--- src/rtl/nco_pkg.sv ---
package nco_pkg;
  localparam int DATA_W = 32;
  localparam int SEL_W  = 2;

  typedef enum logic [SEL_W-1:0] {
    WSEL_LOW = 2'd0,
    WSEL_MID = 2'd1,
    WSEL_TOP = 2'd2,
    WSEL_INC = 2'd3
  } wsel_e;
endpackage

--- src/rtl/nco_accum.sv ---
module nco_accum #(
  parameter int NS_W   = 44,
  parameter int FRAC_W = 28,
  parameter int INC_W  = 32
) (
  input  logic              clk,
  input  logic              rst_n,
  input  logic [INC_W-1:0]  step,
  input  logic              commit,
  input  logic [NS_W-1:0]   load_ns,
  output logic [NS_W-1:0]   time_ns,
  output logic [FRAC_W-1:0] frac_q
);
  localparam int ACC_W = NS_W + FRAC_W;

  logic [ACC_W-1:0] acc_q;
  logic [ACC_W-1:0] acc_next;

  // Fixed-point add: step is zero-extended, carry ripples into whole ns.
  function automatic logic [ACC_W-1:0] advance(input logic [ACC_W-1:0] acc,
                                               input logic [INC_W-1:0] inc);
    return acc + ACC_W'(inc);
  endfunction

  always_comb begin
    if (commit) acc_next = {load_ns, {FRAC_W{1'b0}}};
    else        acc_next = advance(acc_q, step);
  end

  always_ff @(posedge clk or negedge rst_n) begin
    if (!rst_n) acc_q <= '0;
    else        acc_q <= acc_next;
  end

  assign time_ns = acc_q[ACC_W-1:FRAC_W];
  assign frac_q  = acc_q[FRAC_W-1:0];
endmodule

--- src/rtl/nco_regif.sv ---
module nco_regif
  import nco_pkg::*;
#(
  parameter int NS_W  = 44,
  parameter int LOW_W = 4,
  parameter int TOP_W = 8,
  parameter int INC_W = 32
) (
  input  logic              clk,
  input  logic              rst_n,
  input  logic              wr_en,
  input  logic              rd_en,
  input  logic [SEL_W-1:0]  addr,
  input  logic [DATA_W-1:0] wdata,
  input  logic [NS_W-1:0]   time_ns,
  output logic [DATA_W-1:0] rdata,
  output logic [INC_W-1:0]  step_q,
  output logic              commit,
  output logic [NS_W-1:0]   load_ns,
  output logic              snap_pending,
  output logic [NS_W-1:0]   snap_ns
);
  localparam int MID_W = NS_W - LOW_W - TOP_W;

  wsel_e             sel;
  logic [LOW_W-1:0]  pend_low;
  logic [MID_W-1:0]  pend_mid;
  logic [DATA_W-1:0] rd_word;
  logic              rd_top, rd_mid;

  assign sel    = wsel_e'(addr);
  assign commit = wr_en && (sel == WSEL_TOP);
  assign rd_top = rd_en && (sel == WSEL_TOP);
  assign rd_mid = rd_en && (sel == WSEL_MID);
  // The top byte sits one byte up on the write side.
  assign load_ns = {wdata[TOP_W +: TOP_W], pend_mid, pend_low};

  function automatic logic [DATA_W-1:0] pick_word(
    input wsel_e            s,
    input logic [NS_W-1:0]  t,
    input logic [NS_W-1:0]  snap,
    input logic             pend,
    input logic [INC_W-1:0] inc);
    case (s)
      WSEL_LOW: return DATA_W'(t[LOW_W-1:0]);
      WSEL_MID: return pend ? DATA_W'(snap[LOW_W +: MID_W])
                            : DATA_W'(t[LOW_W +: MID_W]);
      WSEL_TOP: return DATA_W'(t[NS_W-1 -: TOP_W]);
      default:  return DATA_W'(inc);
    endcase
  endfunction

  assign rd_word = pick_word(sel, time_ns, snap_ns, snap_pending, step_q);

  always_ff @(posedge clk or negedge rst_n) begin
    if (!rst_n) begin
      pend_low <= '0;
      pend_mid <= '0;
      step_q   <= '0;
    end else if (wr_en) begin
      case (sel)
        WSEL_LOW: pend_low <= wdata[LOW_W-1:0];
        WSEL_MID: pend_mid <= wdata[MID_W-1:0];
        WSEL_INC: step_q   <= wdata[INC_W-1:0];
        default:  ;
      endcase
    end
  end

  always_ff @(posedge clk or negedge rst_n) begin
    if (!rst_n) begin
      snap_pending <= 1'b0;
      snap_ns      <= '0;
    end else if (rd_top) begin
      snap_pending <= 1'b1;
      snap_ns      <= time_ns;
    end else if (rd_mid) begin
      snap_pending <= 1'b0;
    end
  end

  always_ff @(posedge clk or negedge rst_n) begin
    if (!rst_n)     rdata <= '0;
    else if (rd_en) rdata <= rd_word;
  end
endmodule

--- src/rtl/nco_timebase.sv ---
module nco_timebase
  import nco_pkg::*;
#(
  parameter int NS_W   = 44,
  parameter int FRAC_W = 28,
  parameter int INC_W  = 32,
  parameter int LOW_W  = 4,
  parameter int TOP_W  = 8
) (
  input  logic              clk,
  input  logic              rst_n,
  input  logic              wr_en,
  input  logic              rd_en,
  input  logic [SEL_W-1:0]  addr,
  input  logic [DATA_W-1:0] wdata,
  output logic [DATA_W-1:0] rdata
);
  // Named internal events, visible to the bound checker.
  logic [NS_W-1:0]   time_ns;
  logic [FRAC_W-1:0] frac_q;
  logic [INC_W-1:0]  step_q;
  logic              commit_ev;
  logic [NS_W-1:0]   load_ns;
  logic              snap_pending;
  logic [NS_W-1:0]   snap_ns;

  nco_regif #(
    .NS_W(NS_W), .LOW_W(LOW_W), .TOP_W(TOP_W), .INC_W(INC_W)
  ) regif_i (
    .clk(clk), .rst_n(rst_n), .wr_en(wr_en), .rd_en(rd_en),
    .addr(addr), .wdata(wdata), .time_ns(time_ns), .rdata(rdata),
    .step_q(step_q), .commit(commit_ev), .load_ns(load_ns),
    .snap_pending(snap_pending), .snap_ns(snap_ns)
  );

  nco_accum #(
    .NS_W(NS_W), .FRAC_W(FRAC_W), .INC_W(INC_W)
  ) accum_i (
    .clk(clk), .rst_n(rst_n), .step(step_q), .commit(commit_ev),
    .load_ns(load_ns), .time_ns(time_ns), .frac_q(frac_q)
  );
endmodule

--- config.mk ---
export PLATFORM = sky130hd
export DESIGN_NAME = nco_timebase
export DESIGN_NICKNAME = d
export VERILOG_FILES = /design/src/rtl/nco_pkg.sv /design/src/rtl/nco_accum.sv /design/src/rtl/nco_regif.sv /design/src/rtl/nco_timebase.sv
export SDC_FILE = /design/constraint.sdc
export NUM_CORES = 1
export LEC_CHECK = 0
export ABC_CLOCK_PERIOD_IN_PS = 3400
export CORE_UTILIZATION = 35
export DETAILED_ROUTE_END_ITERATION = 10
export GPL_ROUTABILITY_DRIVEN = 1
export GPL_TIMING_DRIVEN = 0
export PLACE_DENSITY = 0.6
export SETUP_SLACK_MARGIN = 0.15
export SLEW_MARGIN = 10
export SYNTH_ARGS = -nofsm -noshare
export SYNTH_HDL_FRONTEND = slang
export SYNTH_SLANG_ARGS = --single-unit
--- constraint.sdc ---
create_clock -name clk -period 3.4 [get_ports clk]
set_input_delay 0.34 -clock clk [delete_from_list [all_inputs] [get_ports clk]]
set_output_delay 0.34 -clock clk [all_outputs]
set_load 0.005 [all_outputs]
==> run summary, run 1 <==
Commonest non-fill, non-tap cell in the layout: dfrtp_1
Worst-path clk slew: 0.06 ns
Cell row count: 63
Crit path max fanout: 5
Worst endpoint required time: 3.78 ns
Die Wd: 177 microns
Gr busiest metal: met2
Crit start category: register
Gate Count Post-Synth: 1000
Post-synth ARST share: 1.00
Worst Hold Class: in2async
First-pass GRT wire length: 48.0 mm
CP Buf/Inv Count: 2
Synth Area in Compound Gates: 0.138
Initial DRT Pass Iterations: 5
Root Buffer: clkbuf_16
Synth Warn #: 0
Syn-to-layout area delta: 20.5%
Multiplexer area fraction after synthesis: 0.148
Met2 global-route usage: 0.320
Power density over the cells: 823 mW/mm^2
Most frequent cells in the layout: dfrtp_1 (205), mux2_2 (108), nor2_1 (102), nand2_1 (67), clkdlybuf4s50_1 (67)
# setup viols final: 0
Share of cells above drive strength 1: 0.179
Setup Crit Path Kind: reg2reg
Post-detail-place hpwl: 22.3 mm
Vias in the first global route: 8245
Starting density of the core: 0.359
Simple-Gate Fraction of Synth Area: 0.119
Gr usage total: 0.200
Met3 usage: 0.0260
Final Hold Violating Endpoints: 0
# IOs: 70
Chip height: 177 microns
Unrepaired setup endpoints after global routing: yes
Worst slack, placed: 0.0892 ns
Nets: 1177
FMAX: 0.317 GHz
Worst IR Drop VDD: 0.383 mV
Antenna diode count: 0
Htree depth: 1
CP top delay family: compound AO/OA/AOI/OAI gates
CP cell instances: ha_1 -> fa_2 -> a21o_1 -> nand3_2 -> a311oi_4 -> o31a_4 -> a211oi_4 -> buf_4 -> buf_6 -> nand4b_1 -> xor2_1 -> a21oi_1
Syn Nets: 1071
Crit. End Element: register
CTS Buffer Depth: 3
XOR/XNOR Fraction of Synth Area: 0.0514
Largest net degree at the start of global routing: 107
Total Power: 10.6 mW
Number of clock sinks: 205
Setup_tns: 0 ns
Clk_skew: 0.0185 ns
Pleak: 5.45 nW
Post-Syn Area: 0.0107 sq mm
Core box area: 0.0299 sq mm
Yosys reg bits: 205
Final Critical Period: 3.16 ns
Gr ovfl total: 0
Vias per inst: 5.44
Post-Synth Adder-Cell Area: 0.0392
Gp weighted congestion: 0.886
Die ar.: 0.0313 sq mm
Yosys cell types: 64
Seq/Total Area, Yosys: 0.478
Post-DP Area: 0.0119 sq mm
Via count: 8239
Final instance area: 0.0129 sq mm
Initial antenna violation count: 0
Setup slack after layout: 0.243 ns
Met1 usage: 0.278
Main flop type after synthesis: dfrtp_1
Slew @ Worst Pin: 0.969 ns
Final ANT Viol Nets: 0
CP max stage delay: 0.42 ns
Drt drc: 0
Drt total wl: 30.7 mm
Port bufs: 68
Worst-Skew Late Latency: 0.53 ns
Post-route clock period utilization: 0.929
Crit path arrival time: 3.54 ns
Slew Limit Fails: 0
Status: completed
Max Cap Viol: 0
TritonCTS clock tree: built
Num CTS Buffers: 25
EDFF count, synth: 0
Avg Inst Size Synth: 10.7 sq um
Drt first-iter violations: 579
Slowest stage cell, crit path: o31a_4
Post-layout util: 0.433
Main combinational cell family by area after synthesis: multiplexers
Slew HR: 0.354
WL/cell: 20.3 microns
## sequential cells by signal, summed over array words and instances, names as in the netlist
| signal | cells |
|---|---|
| regif_i.snap_pending | 1 |
| regif_i.snap_ns | 32 |
| regif_i.pend_low | 4 |
| regif_i.rdata | 32 |
| regif_i.step_q | 32 |
| accum_i.acc_q | 72 |
| regif_i.pend_mid | 32 |
## power breakdown
group	switching [mW]	leakage [nW]	internal (mW)
combinational	2.30	2.56	1.89
sequential	0.517	2.47	3.14
clock	1.06	0.416	1.73
## routing by layer
| metal | up-vias | share of wire |
|---|---|---|
| met5 | - | 0 |
| met4 | 0 | 0.028 |
| met3 | 48 | 0.047 |
| met2 | 218 | 0.47 |
| met1 | 4151 | 0.46 |
| li1 | 3822 | - |
## metrics by stage
stage | cells | hold slack (ns)
2_1_floorplan | 1000 | 0.0444
3_3_place_gp | 1458 | 0.457
3_5_place_dp | 1459 | 0.434
4_1_cts | 1505 | 0.444
5_1_grt | 1514 | 0.456
6_report | 1514 | 0.427
## cell type report
type | instances | area [sq um]
inverters | 8 | 30.0
multi-input cells | 729 | 5360
fillers | 2853 | 16900
clock buffers | 37 | 741
repair buffers | 79 | 801
clock inverters | 8 | 126
plain buffers | 58 | 248
flip-flops and latches | 205 | 5130
well taps | 390 | 488
## timing repair
action	4_1_cts	5_1_grt
resized for setup	2	5
endpoints found under the hold margin	99	0
hold buffers	1	0
buffers inserted	0	8
pin swaps	2	4
endpoints found under the setup margin	15	20
cloned	0	1
## synthesized netlist by cell type, drive strengths merged (3+ instances only)
library cell	count	share of area
or3	5	0.0029
and4	4	0.0035
dfrtp	205	0.48
o21a	3	0.0021
a221oi	4	0.0033
nor4	5	0.0061
xor2	32	0.026
o211ai	11	0.0077
o21ai	53	0.025
nand3	21	0.0098
o2bb2ai	25	0.020
a211oi	6	0.0075
nor2	102	0.036
nor3	18	0.0084
mux2i	28	0.026
mux4	4	0.0084
mux2	108	0.11
clkbuf	34	0.012
o21bai	5	0.0035
and2	9	0.0052
a21o	18	0.013
nand2	68	0.024
inv	8	0.0028
o2111ai	3	0.0025
and3	12	0.0071
nand4	13	0.0082
xnor2	31	0.025
o31a	3	0.0026
ha	32	0.037
nand2b	5	0.0029
a41oi	4	0.0033
buf	24	0.011
a31oi	10	0.0058
a21oi	67	0.032
## worst reg2reg max path: stages (launching register included)
cell and delay, ns:
dfrtp_1 0.41, ha_1 0.26, fa_2 0.37, a21o_1 0.21
nand3_2 0.13, a311oi_4 0.15, o31a_4 0.42, a211oi_4 0.35
buf_4 0.18, buf_6 0.13, nand4b_1 0.13, xor2_1 0.18
a21oi_1 0.09
## final timing paths
| kind | depth (start not counted) | start | endpoint | slack [ns] |
|---|---|---|---|---|
| max | 12 | regif_i.step_q[0] | accum_i.acc_q[64] | 0.24 |
| min | 2 | rst_n | regif_i.rdata[25] | 0.43 |
| max reg2reg | 12 | regif_i.step_q[0] | accum_i.acc_q[64] | 0.24 |
| min reg2reg | 1 | regif_i.rdata[30] | regif_i.rdata[30] | 0.49 |
| max in group asynchronous | 3 | rst_n | accum_i.acc_q[15] | 1.97 |
| min in group clk | 2 | wdata[6] | regif_i.step_q[6] | 0.45 |
## cells by family (layout without fill, tap and decap cells)
kind of cell,Yosys count,after routing
compound gates,223,223
xor+xnor,63,63
fa+ha+maj,33,33
buf+inv,66,190
flops,205,205
mux,140,140
simple gates,270,270
No activity file was read; power rests on OpenSTA's default activity.
==> run 2, diff against run 1 <==
--- a/config.mk
+++ b/config.mk
@@ -5,13 +5,13 @@
 export SDC_FILE = /design/constraint.sdc
 export NUM_CORES = 1
 export LEC_CHECK = 0
-export ABC_CLOCK_PERIOD_IN_PS = 3400
+export ABC_CLOCK_PERIOD_IN_PS = 3500
+export CORE_MARGIN = 2
 export CORE_UTILIZATION = 35
 export DETAILED_ROUTE_END_ITERATION = 10
 export GPL_ROUTABILITY_DRIVEN = 1
 export GPL_TIMING_DRIVEN = 0
 export PLACE_DENSITY = 0.6
-export SETUP_SLACK_MARGIN = 0.15
 export SLEW_MARGIN = 10
 export SYNTH_ARGS = -nofsm -noshare
 export SYNTH_HDL_FRONTEND = slang
==> constraint.sdc (replaced) <==
create_clock -name clk -period 3.5 [get_ports clk]
set_input_delay 0.35 -clock clk [delete_from_list [all_inputs] [get_ports clk]]
set_output_delay 0.35 -clock clk [all_outputs]
set_load 0.005 [all_outputs]
==> run 2 against run 1 <==
Net effect: die area up 2.3%; first-iteration DRC count increased by 6.6%; clock power shrank 10%; global-route usage decreased by 0.49 points; clock skew grew 0.0042 ns; final cell count decreased by 0.33%; largest power group unchanged.
==> run summary, run 2 (same netlist as run 1, synthesis figures left out) <==
Status: completed
Initial DRT Pass Iterations: 7
Biggest register: accum_i.acc_q
R2r endpoint: accum_i.acc_q[38]
CTS Buffer Depth: 3
Worst-path clk slew: 0.06 ns
Share of cells above drive strength 1: 0.171
Num CTS Buffers: 24
Port bufs: 68
TritonCTS clock tree: built
Psw: 3.69 mW
CP top delay family: compound AO/OA/AOI/OAI gates
Most frequent cells in the layout: dfrtp_1 (205), mux2_2 (108), nor2_1 (102), nand2_1 (67), clkdlybuf4s50_1 (67)
Worst slack, placed: 0.140 ns
Gp weighted congestion: 0.901
Largest net degree at the start of global routing: 75
Clock power share: 0.251
Root Buffer: clkbuf_16
Worst r2r src: regif_i.step_q[0]
Gr ovfl total: 0
Starting density of the core: 0.353
Cell count after placement: 1466
# IOs: 70
Final ANT Viol Nets: 0
Setup slack after layout: 0.182 ns
Critical Path Start: regif_i.step_q[0]
Crit path max fanout: 10
Via count: 8151
Slew @ Worst Pin: 0.923 ns
# setup viols final: 0
Worst endpoint required time: 3.87 ns
Antenna diode count: 0
Nets: 1168
Combinational share of power: 0.391
WL/cell: 20.3 microns
Cell row count: 64
Die ar.: 0.0321 sq mm
Final Critical Period: 3.32 ns
Drt drc: 0
Crit path arrival time: 3.69 ns
Core box area: 0.0303 sq mm
Die Wd: 179 microns
# fillers: 2888
Drt first-iter violations: 617
Clk_skew: 0.0227 ns
Worst IR Drop VDD: 0.371 mV
Worst-case reg-to-reg path depth: 11
Non-Filler Instances: 1509
Htree depth: 1
Slowest stage cell, crit path: o31a_2
Unrepaired setup endpoints after global routing: no
Slew Limit Fails: 0
FMAX: 0.301 GHz
CP max stage delay: 0.48 ns
Max Cap Viol: 0
CP Buf/Inv Count: 1
Vias in the first global route: 8205
Pleak: 5.38 nW
Setup Crit Path Kind: reg2reg
Crit start category: register
Crit. End Element: register
Vias per inst: 5.40
CP cell instances: ha_1 -> fa_1 -> a21o_1 -> nand3_1 -> a311oi_2 -> o31a_2 -> a211oi_4 -> buf_4 -> nor2_1 -> xnor2_1 -> o21ai_0
Drt total wl: 30.6 mm
Switching portion of total power: 0.371
Flop pwr share: 0.358
Area of the multi-input gates: 0.00533 sq mm
First-pass GRT wire length: 47.6 mm
Gr usage total: 0.195
Slew HR: 0.385
Post-detail-place hpwl: 22.4 mm
Worst R2R Setup Slack: 0.18 ns
Power density over the cells: 780 mW/mm^2
Syn-to-layout area delta: 19.0%
Number of clock sinks: 205
Worst Hold Class: in2async
Max FFs per register: 72
Initial antenna violation count: 0
Reg area: 0.00513 sq mm
Setup_tns: 0 ns
Critical path depth in cells: 11
Chip height: 179 microns
Worst-Skew Late Latency: 0.53 ns
Int Power: 6.26 mW
Post-route clock period utilization: 0.948
Final Hold Violating Endpoints: 0
Commonest non-fill, non-tap cell in the layout: dfrtp_1
==> run 2: cell count changes in the layout (fill, tap and decap cells not counted), sizes merged <==
| cell | delta |
|---|---|
| bufinv | -1 |
| buf | -7 |
| clkinv | +8 |
| clkbuf | -8 |
| inv | -1 |
| clkinvlp | -2 |
==> run 2: worst reg2reg max path: stages (launching register included) <==
cell and delay (ns):
dfrtp_1 0.40, ha_1 0.26, fa_1 0.42, a21o_1 0.21, nand3_1 0.16, a311oi_2 0.20
o31a_2 0.48, a211oi_4 0.37, buf_4 0.28, nor2_1 0.09, xnor2_1 0.20, o21ai_0 0.09
==> run 2: timing repair <==
| item | 4_1_cts | 5_1_grt |
|---|---|---|
| hold buffers | 1 | 0 |
| endpoints found under the hold margin | 67 | 0 |
| buffers inserted | 0 | 0 |
| endpoints found under the setup margin | 0 | 2 |
| resized for setup | 0 | 1 |
==> run 2: metal layers <==
metal / wire [microns] / part of all wire / global-route usage
met3: 1800 / 0.059 / 0.0265
met5: 0 / 0 / 0
met1: 13600 / 0.45 / 0.267
met4: 738 / 0.024 / 0.0508
met2: 14400 / 0.47 / 0.324
==> run 2: how the worst max path moves through the flow <==
stage	endpoint	slack [ns]
final	accum_i.acc_q[38]	0.18
after global routing	accum_i.acc_q[65]	0.04
after CTS	accum_i.acc_q[38]	0.1
after detailed placement	accum_i.acc_q[38]	0.14
after global placement	regif_i.rdata[20]	-6.86
after floorplan	accum_i.acc_q[64]	0.78
==> run 2: stage by stage <==
stage | power, mW | util | instance area [sq um] | hold WS, ns
final | 9.95 | 0.421 | 12800 | 0.359
after global routing | 10.6 | 0.421 | 12800 | 0.396
after global placement | 7.34 | 0.392 | 11900 | 0.458
after detailed placement | 7.43 | 0.394 | 12000 | 0.343
after floorplan | 6.26 | - | 10700 | 0.0544
after CTS | 9.97 | 0.420 | 12800 | 0.382
==> run 2: final cells by class <==
type,count,area share
Timing Repair Buffer,71,0.0588
Tap cell,396,0.0388
Buffer,58,0.0191
Clock buffer,30,0.0519
Sequential cell,205,0.402
Multi-Input combinational cell,729,0.417
Clock inverter,12,0.00970
Inverter,8,0.00235
==> run 2: power by group through the flow <==
stage	clock network (mW)	logic [mW]	registers, mW
2_1_floorplan	0	2.85	3.41
3_3_place_gp	0	3.77	3.57
3_5_place_dp	0	3.84	3.59
4_1_cts	2.54	3.87	3.55
5_1_grt	2.65	4.32	3.64
6_report	2.50	3.90	3.56
